===== src/rtl/mdr_pkg.sv =====
package mdr_pkg;

  typedef enum logic [2:0] {
    PT_STR = 3'd0,
    PT_U32 = 3'd1,
    PT_U8  = 3'd2
  } ptype_e;

  // key byte: format in the top three bits, token in the low five
  function automatic logic [7:0] make_key(ptype_e t, logic [4:0] tok);
    return {t, tok};
  endfunction

  // byte j of a 32-bit value, j = 0 is the most significant
  function automatic logic [7:0] u32_byte(logic [31:0] v, int j);
    return v[(3 - j) * 8 +: 8];
  endfunction

  // record length: two strings with key and terminator, three 32-bit
  // entries, one 8-bit entry, closing zero
  function automatic int record_len(int name_len, int fw_len);
    return (name_len + 2) + (fw_len + 2) + 3 * 5 + 2 + 1;
  endfunction

endpackage


===== src/rtl/mdr_rom.sv =====
module mdr_rom
  import mdr_pkg::*;
#(
  parameter int                    NAME_LEN  = 5,
  parameter logic [NAME_LEN*8-1:0] NAME_STR  = "CAPTR",
  parameter int                    FW_LEN    = 4,
  parameter logic [FW_LEN*8-1:0]   FW_STR    = "1.04",
  parameter logic [31:0]           PROBES    = 32'd32,
  parameter logic [31:0]           MEM_BYTES = 32'd24576,
  parameter logic [31:0]           MAX_RATE  = 32'd200000000,
  parameter logic [7:0]            PROTO     = 8'd2,
  parameter int                    TOTAL     = record_len(NAME_LEN, FW_LEN),
  parameter int                    IDX_W     = $clog2(TOTAL + 1)
) (
  input  logic [IDX_W-1:0] idx,
  output logic [7:0]       data
);

  localparam int O_NAME  = 0;
  localparam int O_FW    = O_NAME + NAME_LEN + 2;
  localparam int O_PRB   = O_FW + FW_LEN + 2;
  localparam int O_MEM   = O_PRB + 5;
  localparam int O_RATE  = O_MEM + 5;
  localparam int O_PROTO = O_RATE + 5;

  function automatic logic [7:0] byte_at(int k);
    if (k == O_NAME)                return make_key(PT_STR, 5'h01);
    if (k <= O_NAME + NAME_LEN)     return NAME_STR[(NAME_LEN + O_NAME - k) * 8 +: 8];
    if (k == O_NAME + NAME_LEN + 1) return 8'h00;
    if (k == O_FW)                  return make_key(PT_STR, 5'h02);
    if (k <= O_FW + FW_LEN)         return FW_STR[(FW_LEN + O_FW - k) * 8 +: 8];
    if (k == O_FW + FW_LEN + 1)     return 8'h00;
    if (k == O_PRB)                 return make_key(PT_U32, 5'h00);
    if (k <  O_MEM)                 return u32_byte(PROBES, k - O_PRB - 1);
    if (k == O_MEM)                 return make_key(PT_U32, 5'h01);
    if (k <  O_RATE)                return u32_byte(MEM_BYTES, k - O_MEM - 1);
    if (k == O_RATE)                return make_key(PT_U32, 5'h03);
    if (k <  O_PROTO)               return u32_byte(MAX_RATE, k - O_RATE - 1);
    if (k == O_PROTO)               return make_key(PT_U8, 5'h01);
    if (k == O_PROTO + 1)           return PROTO;
    return 8'h00;
  endfunction

  logic [7:0] table_q [TOTAL];

  for (genvar k = 0; k < TOTAL; k++) begin : g_tab
    assign table_q[k] = byte_at(k);
  end

  always_comb begin
    data = 8'h00;
    for (int k = 0; k < TOTAL; k++)
      if (idx == IDX_W'(k)) data = table_q[k];
  end

endmodule


===== src/rtl/mdr_seq.sv =====
module mdr_seq #(
  parameter int TOTAL = 31,
  parameter int IDX_W = $clog2(TOTAL + 1)
) (
  input  logic             clk,
  input  logic             rst_n,
  input  logic             start_req,
  input  logic             tx_ready,
  output logic             tx_valid,
  output logic [IDX_W-1:0] idx,
  output logic             beat,
  output logic             last_beat
);

  localparam logic [IDX_W-1:0] LAST = IDX_W'(TOTAL - 1);

  assign beat      = tx_valid & tx_ready;
  assign last_beat = beat & (idx == LAST);

  always_ff @(posedge clk) begin
    if (!rst_n) begin
      tx_valid <= 1'b0;
      idx      <= '0;
    end else if (!tx_valid) begin
      if (start_req) begin
        tx_valid <= 1'b1;
        idx      <= '0;
      end
    end else if (last_beat) begin
      tx_valid <= 1'b0;
      idx      <= '0;
    end else if (beat) begin
      idx <= idx + 1'b1;
    end
  end

endmodule


===== src/rtl/mdr_capability_tx.sv =====
module mdr_capability_tx
  import mdr_pkg::*;
#(
  parameter int                    NAME_LEN  = 5,
  parameter logic [NAME_LEN*8-1:0] NAME_STR  = "CAPTR",
  parameter int                    FW_LEN    = 4,
  parameter logic [FW_LEN*8-1:0]   FW_STR    = "1.04",
  parameter logic [31:0]           PROBES    = 32'd32,
  parameter logic [31:0]           MEM_BYTES = 32'd24576,
  parameter logic [31:0]           MAX_RATE  = 32'd200000000,
  parameter logic [7:0]            PROTO     = 8'd2
) (
  input  logic       clk,
  input  logic       rst_n,
  input  logic       req,
  input  logic       tx_ready,
  output logic       tx_valid,
  output logic [7:0] tx_data
);

  localparam int TOTAL = record_len(NAME_LEN, FW_LEN);
  localparam int IDX_W = $clog2(TOTAL + 1);

  logic [IDX_W-1:0] idx;
  logic             beat;
  logic             last_beat;

  mdr_seq #(.TOTAL(TOTAL), .IDX_W(IDX_W)) u_seq (
    .clk       (clk),
    .rst_n     (rst_n),
    .start_req (req),
    .tx_ready  (tx_ready),
    .tx_valid  (tx_valid),
    .idx       (idx),
    .beat      (beat),
    .last_beat (last_beat)
  );

  mdr_rom #(
    .NAME_LEN (NAME_LEN), .NAME_STR (NAME_STR),
    .FW_LEN   (FW_LEN),   .FW_STR   (FW_STR),
    .PROBES   (PROBES),   .MEM_BYTES(MEM_BYTES),
    .MAX_RATE (MAX_RATE), .PROTO    (PROTO),
    .TOTAL    (TOTAL),    .IDX_W    (IDX_W)
  ) u_rom (
    .idx  (idx),
    .data (tx_data)
  );

endmodule


===== config.mk =====
export PLATFORM = sky130hd
export DESIGN_NAME = mdr_capability_tx
export DESIGN_NICKNAME = d
export VERILOG_FILES = /design/src/rtl/mdr_pkg.sv /design/src/rtl/mdr_rom.sv /design/src/rtl/mdr_seq.sv /design/src/rtl/mdr_capability_tx.sv
export SDC_FILE = /design/constraint.sdc
export NUM_CORES = 1
export LEC_CHECK = 0
export BUFFER_PORTS_ARGS = -buffer_cell sky130_fd_sc_hd__buf_2
export CORE_AREA = 10 10 47 49
export DETAILED_ROUTE_END_ITERATION = 10
export DIE_AREA = 0 0 57 59
export PLACE_DENSITY = 0.67
export SYNTH_ARGS = -nofsm -noshare
export SYNTH_HDL_FRONTEND = slang
export SYNTH_HIERARCHICAL = 1
export SYNTH_SLANG_ARGS = --single-unit

===== constraint.sdc =====
create_clock -name clk -period 1.8 [get_ports clk]
set_input_delay 0.18 -clock clk [delete_from_list [all_inputs] [get_ports clk]]
set_output_delay 0.18 -clock clk [all_outputs]
set_load 0.05 [all_outputs]

* Word level (Yosys, flattened, before mapping)
Cells that the tools add are included.
W data, S select, Z words.
** Cells by class
- Add/subtract/negate cells :: 1
- Eq/ne operators :: 31
- Mux-type cells :: 38
- Bitwise gates (word level) :: 2
- Reductions and logical operators :: 3
** Operators by type and width (count)
- $mux W7 :: 24
- $eq A5 B5 Y1 const B :: 15
- $mux W8 :: 6
- $eq A5 B4 Y1 const B :: 8
- $eq A5 B3 Y1 const B :: 4
- $mux W5 :: 4
- $eq A5 B2 Y1 const B :: 2
- $add A5 B1 Y5 const B :: 1
- $eq A5 B1 Y1 const B :: 1
- $logic_not A5 Y1 :: 1
- $mux W1 :: 4
- $ne A3 B3 Y1 const B :: 1
- $and A1 B1 Y1 :: 2
- $reduce_and A2 Y1 :: 1
- $reduce_bool A2 Y1 :: 1
** Word-level totals
- Register bits :: 6
- Input bits :: 4
- Output and inout bits :: 9
- Logic and storage cells :: 77

* Longest topological paths before layout
- Word-level depth :: 32
- Gate-level depth with buffers :: 5
- Gate-level depth less buffers :: 5

* Modules after synthesis
The synthesis kept the hierarchy.
** By module, submodules not included
- mdr_seq :: instances 1, cells an instance 40, area each 324.1 um^2, sequential area each 120.1 um^2
- mdr_rom :: instances 1, cells an instance 46, area each 289.0 um^2, sequential area each 0.0 um^2

* Worst setup path before layout
No wires, ideal clock.
- Path type :: register to output
- Start point :: reg u_seq.idx[3]
- End point :: out tx_data[0]
- Arrival time :: 1.969 ns
- Data required time :: 1.620 ns
- Path slack :: -0.349 ns
- Stages on the path, launching flop included :: 4
- Buffers on the path :: 1
- Cell sequence :: dfxtp_1 -> buf_2 -> a21oi_1 -> o311ai_1
** Between the ends
- Word-level cells in the longest chain between the ends :: 32
- Elaborated cells between the ends (all ways) :: 62
- Classes of those cells :: eq/ne (30); mux (31); reduce/logical (1)
** RTL lines
- start, declared :: line mdr_seq.sv:10 : output logic [IDX_W-1:0] idx,
- start signal, assigned :: line mdr_seq.sv:33 : idx <= idx + 1'b1;
- $logic_not A5 Y1 :: line mdr_rom.sv:53 : if (idx == IDX_W'(k)) data = table_q[k];
- $mux W1 :: line mdr_rom.sv:53
- $mux W7 (24 in a row) :: line mdr_rom.sv:53
- $mux W8 (5 in a row) :: line mdr_rom.sv:53
- $mux W8 * :: line mdr_rom.sv:53
- end, declared :: line mdr_capability_tx.sv:18 : output logic [7:0] tx_data
Mark *: on every way between the ends. The rest lies on a longest branch, timed or not.

* Worst setup path in the final report
- Start point :: reg u_seq.idx[1]
- End point :: out tx_data[4]
** Between the ends
- Word-level cells in the longest chain between the ends :: 30
- Elaborated cells between the ends (all ways) :: 58
- Classes of those cells :: eq/ne (29); mux (29)
** RTL lines (line)
- $eq A5 B2 Y1 :: mdr_rom.sv:53
- $mux W7 (23 in a row) :: mdr_rom.sv:53
- $mux W8 (5 in a row) :: mdr_rom.sv:53
- $mux W8 * :: mdr_rom.sv:53
Marks and branches as above.

==> summary.md <==
| Metric | Value |
|---|---|
| GRT overflow | 0 |
| Mapped Cells | 85 |
| Die area | 3363 µm² |
| Post-synth net total | 91 |
| Site Rows | 14 |
| Maximum clock path buffer count | 2 |
| Initial antenna violation count | 0 |
| Nets | 110 |
| Initial Utilization | 0.4348 |
| Max Fclk | 573.9 MHz |
| Critical path start-end classification | flop to output port |
| MaxCap Viol Count | 0 |
| Cell chain of the critical path | buf_4 -> or3_1 -> a21oi_2 -> buf_2 |
| Final setup fails | 0 |
| Syn avg cell area | 7.169 µm² |
| Vias/cell | 5.678 |
| Worst Setup Start Kind | flop |
| Vias in the first global route | 576 |
| Setup TNS | 0 ns |
| Slew @ Worst Pin | 0.4388 ns |
| Antenna cells | 0 |
| Largest net degree at the start of global routing | 16 |
| Reg2Reg Depth | 3 |
| First drt pass iteration count | 4 |
| Max Fanout on Critical Path | 15 |
| Die Ht | 59 µm |
| Critical Path AT | 1.56 ns |
| GRT Util Overall | 0.09466 |
| Total leakage power | 0.3130 nW |
| Worst-path clk slew | 0.05 ns |
| Layout cells sized above 1 | 0.3529 |
| Critical path's slowest cell | dfxtp_4 |
| Syn. warnings | 6 |
| Final ANT Viol Nets | 0 |
| Routability cong. | 0.8352 |
| CP max stage delay | 0.39 ns |
| WHS Path Cells | 3 |
| CTS tree | done |
| Area growth from synthesis to layout | 28.13% |
| Detailed placement HPWL | 1163 µm |
| Fin crit share | 0.9680 |
| CTS sink cnt | 6 |
| Filler instances | 141 |
| Placement Cell Area | 738.2 µm² |
| Status | finished clean |
| Worst-Skew Late Latency | 0.25 ns |
| Layout Skew | 0.007520 ns |
| WP data required | 1.62 ns |
| Clock root buffer | clkbuf_4 |
| Chip width | 57 µm |
| Port Buffers | 12 |
| RSZ-0062 raised after global routing | no |
| Core ar. | 1401 µm² |
| Pwr/cell area | 413.3 nW/µm² |
| Final setup margin | 0.05755 ns |
| CP Capture Type | output port |
| Hold Violations, Final | 0 |
| Wire per inst | 13.43 µm |
| Minimum clock period | 1.742 ns |
| WHS | 0.2048 ns |
| Post-Route WL | 1585 µm |
| Initial drt markers | 20 |
| Total number of vias | 670 |
| Place WS | 0.1484 ns |
| CTS buffer count | 3 |
| Mapped cell area | 609.3 µm² |
| Power consumption | 0.3227 mW |
| I/O pins | 13 |
| CTS HTree Levels | 1 |
| Pins Over Slew Limit | 0 |
| Post-route design area | 780.7 µm² |
| Slew headroom | 0.6991 |
| DRC | 0 |
| Min-Delay Path Class | input pin to flop |
| VDD IR-drop max | 0.0003383 V |
| Global-route wire length before repair | 2628 µm |
-- metrics by stage --
stage | std cells | util
6_report | 118 | 0.5571
5_1_grt | 118 | 0.5571
3_3_place_gp | 115 | 0.5268
2_1_floorplan | 85 | -
3_5_place_dp | 115 | 0.5268
4_1_cts | 118 | 0.5482
-- routing by layer --
| metal | up-vias | part of all wire | GRT usage |
|---|---|---|---|
| met5 | - | 0 | 0 |
| met4 | 0 | 0 | 0.03020 |
| met3 | 0 | 0.027 | 0.03219 |
| met2 | 15 | 0.45 | 0.1302 |
| met1 | 305 | 0.52 | 0.1324 |
| li1 | 350 | - | - |
-- worst paths after layout --
kind	startpoint	end	slack (ns)
worst max-delay path	u_seq/idx[1]$_SDFFE_PN0P_	tx_data[4]	0.06
worst min-delay path	req	u_seq/tx_valid$_SDFF_PN0_	0.20
worst max register to register	u_seq/tx_valid$_SDFF_PN0_	u_seq/idx[2]$_SDFFE_PN0P_	0.47
worst min register to register	u_seq/idx[0]$_SDFFE_PN0P_	u_seq/idx[0]$_SDFFE_PN0P_	0.56
-- flip-flops by register name, summed over array words and instances, names as in the netlist --
name	count
u_seq/idx	5
u_seq/tx_valid	1
-- cell usage in the layout (no fill, tap or decap), drive strengths merged --
| master | instances |
|---|---|
| nand3 | 7 |
| a21oi | 7 |
| and3 | 1 |
| o21ai | 5 |
| or3 | 3 |
| buf | 17 |
| o221ai | 2 |
| o311ai | 1 |
| o2111ai | 2 |
| a32oi | 1 |
| nor2b | 2 |
| nand4 | 1 |
| clkbuf | 5 |
| nand2b | 2 |
| dfxtp | 6 |
| nor4b | 2 |
| and2b | 1 |
| a31oi | 5 |
| inv | 8 |
| nand3b | 1 |
| mux2i | 2 |
| nand2 | 8 |
| a22oi | 1 |
| nand4b | 1 |
| mux2 | 2 |
| ha | 2 |
| a211oi | 1 |
| nor2 | 6 |
-- report_power, final --
group	internal (mW)	switching, mW
logic	0.0185	0.0354
registers	0.136	0.00926
clock network	0.0754	0.0486
-- cell type report --
| type | count | area [µm²] | share of cell area |
|---|---|---|---|
| clock buffer | 3 | 22.52 | 0.02885 |
| inverter | 8 | 30.03 | 0.03846 |
| multi-input combinational | 66 | 457.9 | 0.5865 |
| sequential | 6 | 127.6 | 0.1635 |
| tap | 16 | 20.02 | 0.02564 |
| timing repair buffer | 19 | 122.6 | 0.1571 |
-- what timing repair did --
action	in CTS	in global routing
gates resized for setup	4	6
pin swaps	0	0
buffers inserted	0	0
hold buffers	0	0
setup endpoints to repair	4	7
-- critical path, delay by kind of cell (launching register included) --
kind | cells | cell delay, ns
AOI/OAI and AO/OA | 1 | 0.13
and+or+nand+nor | 1 | 0.38
DFF | 1 | 0.39
buffers and inverters | 2 | 0.42
Note: power is estimated with default switching activity, not from simulation.
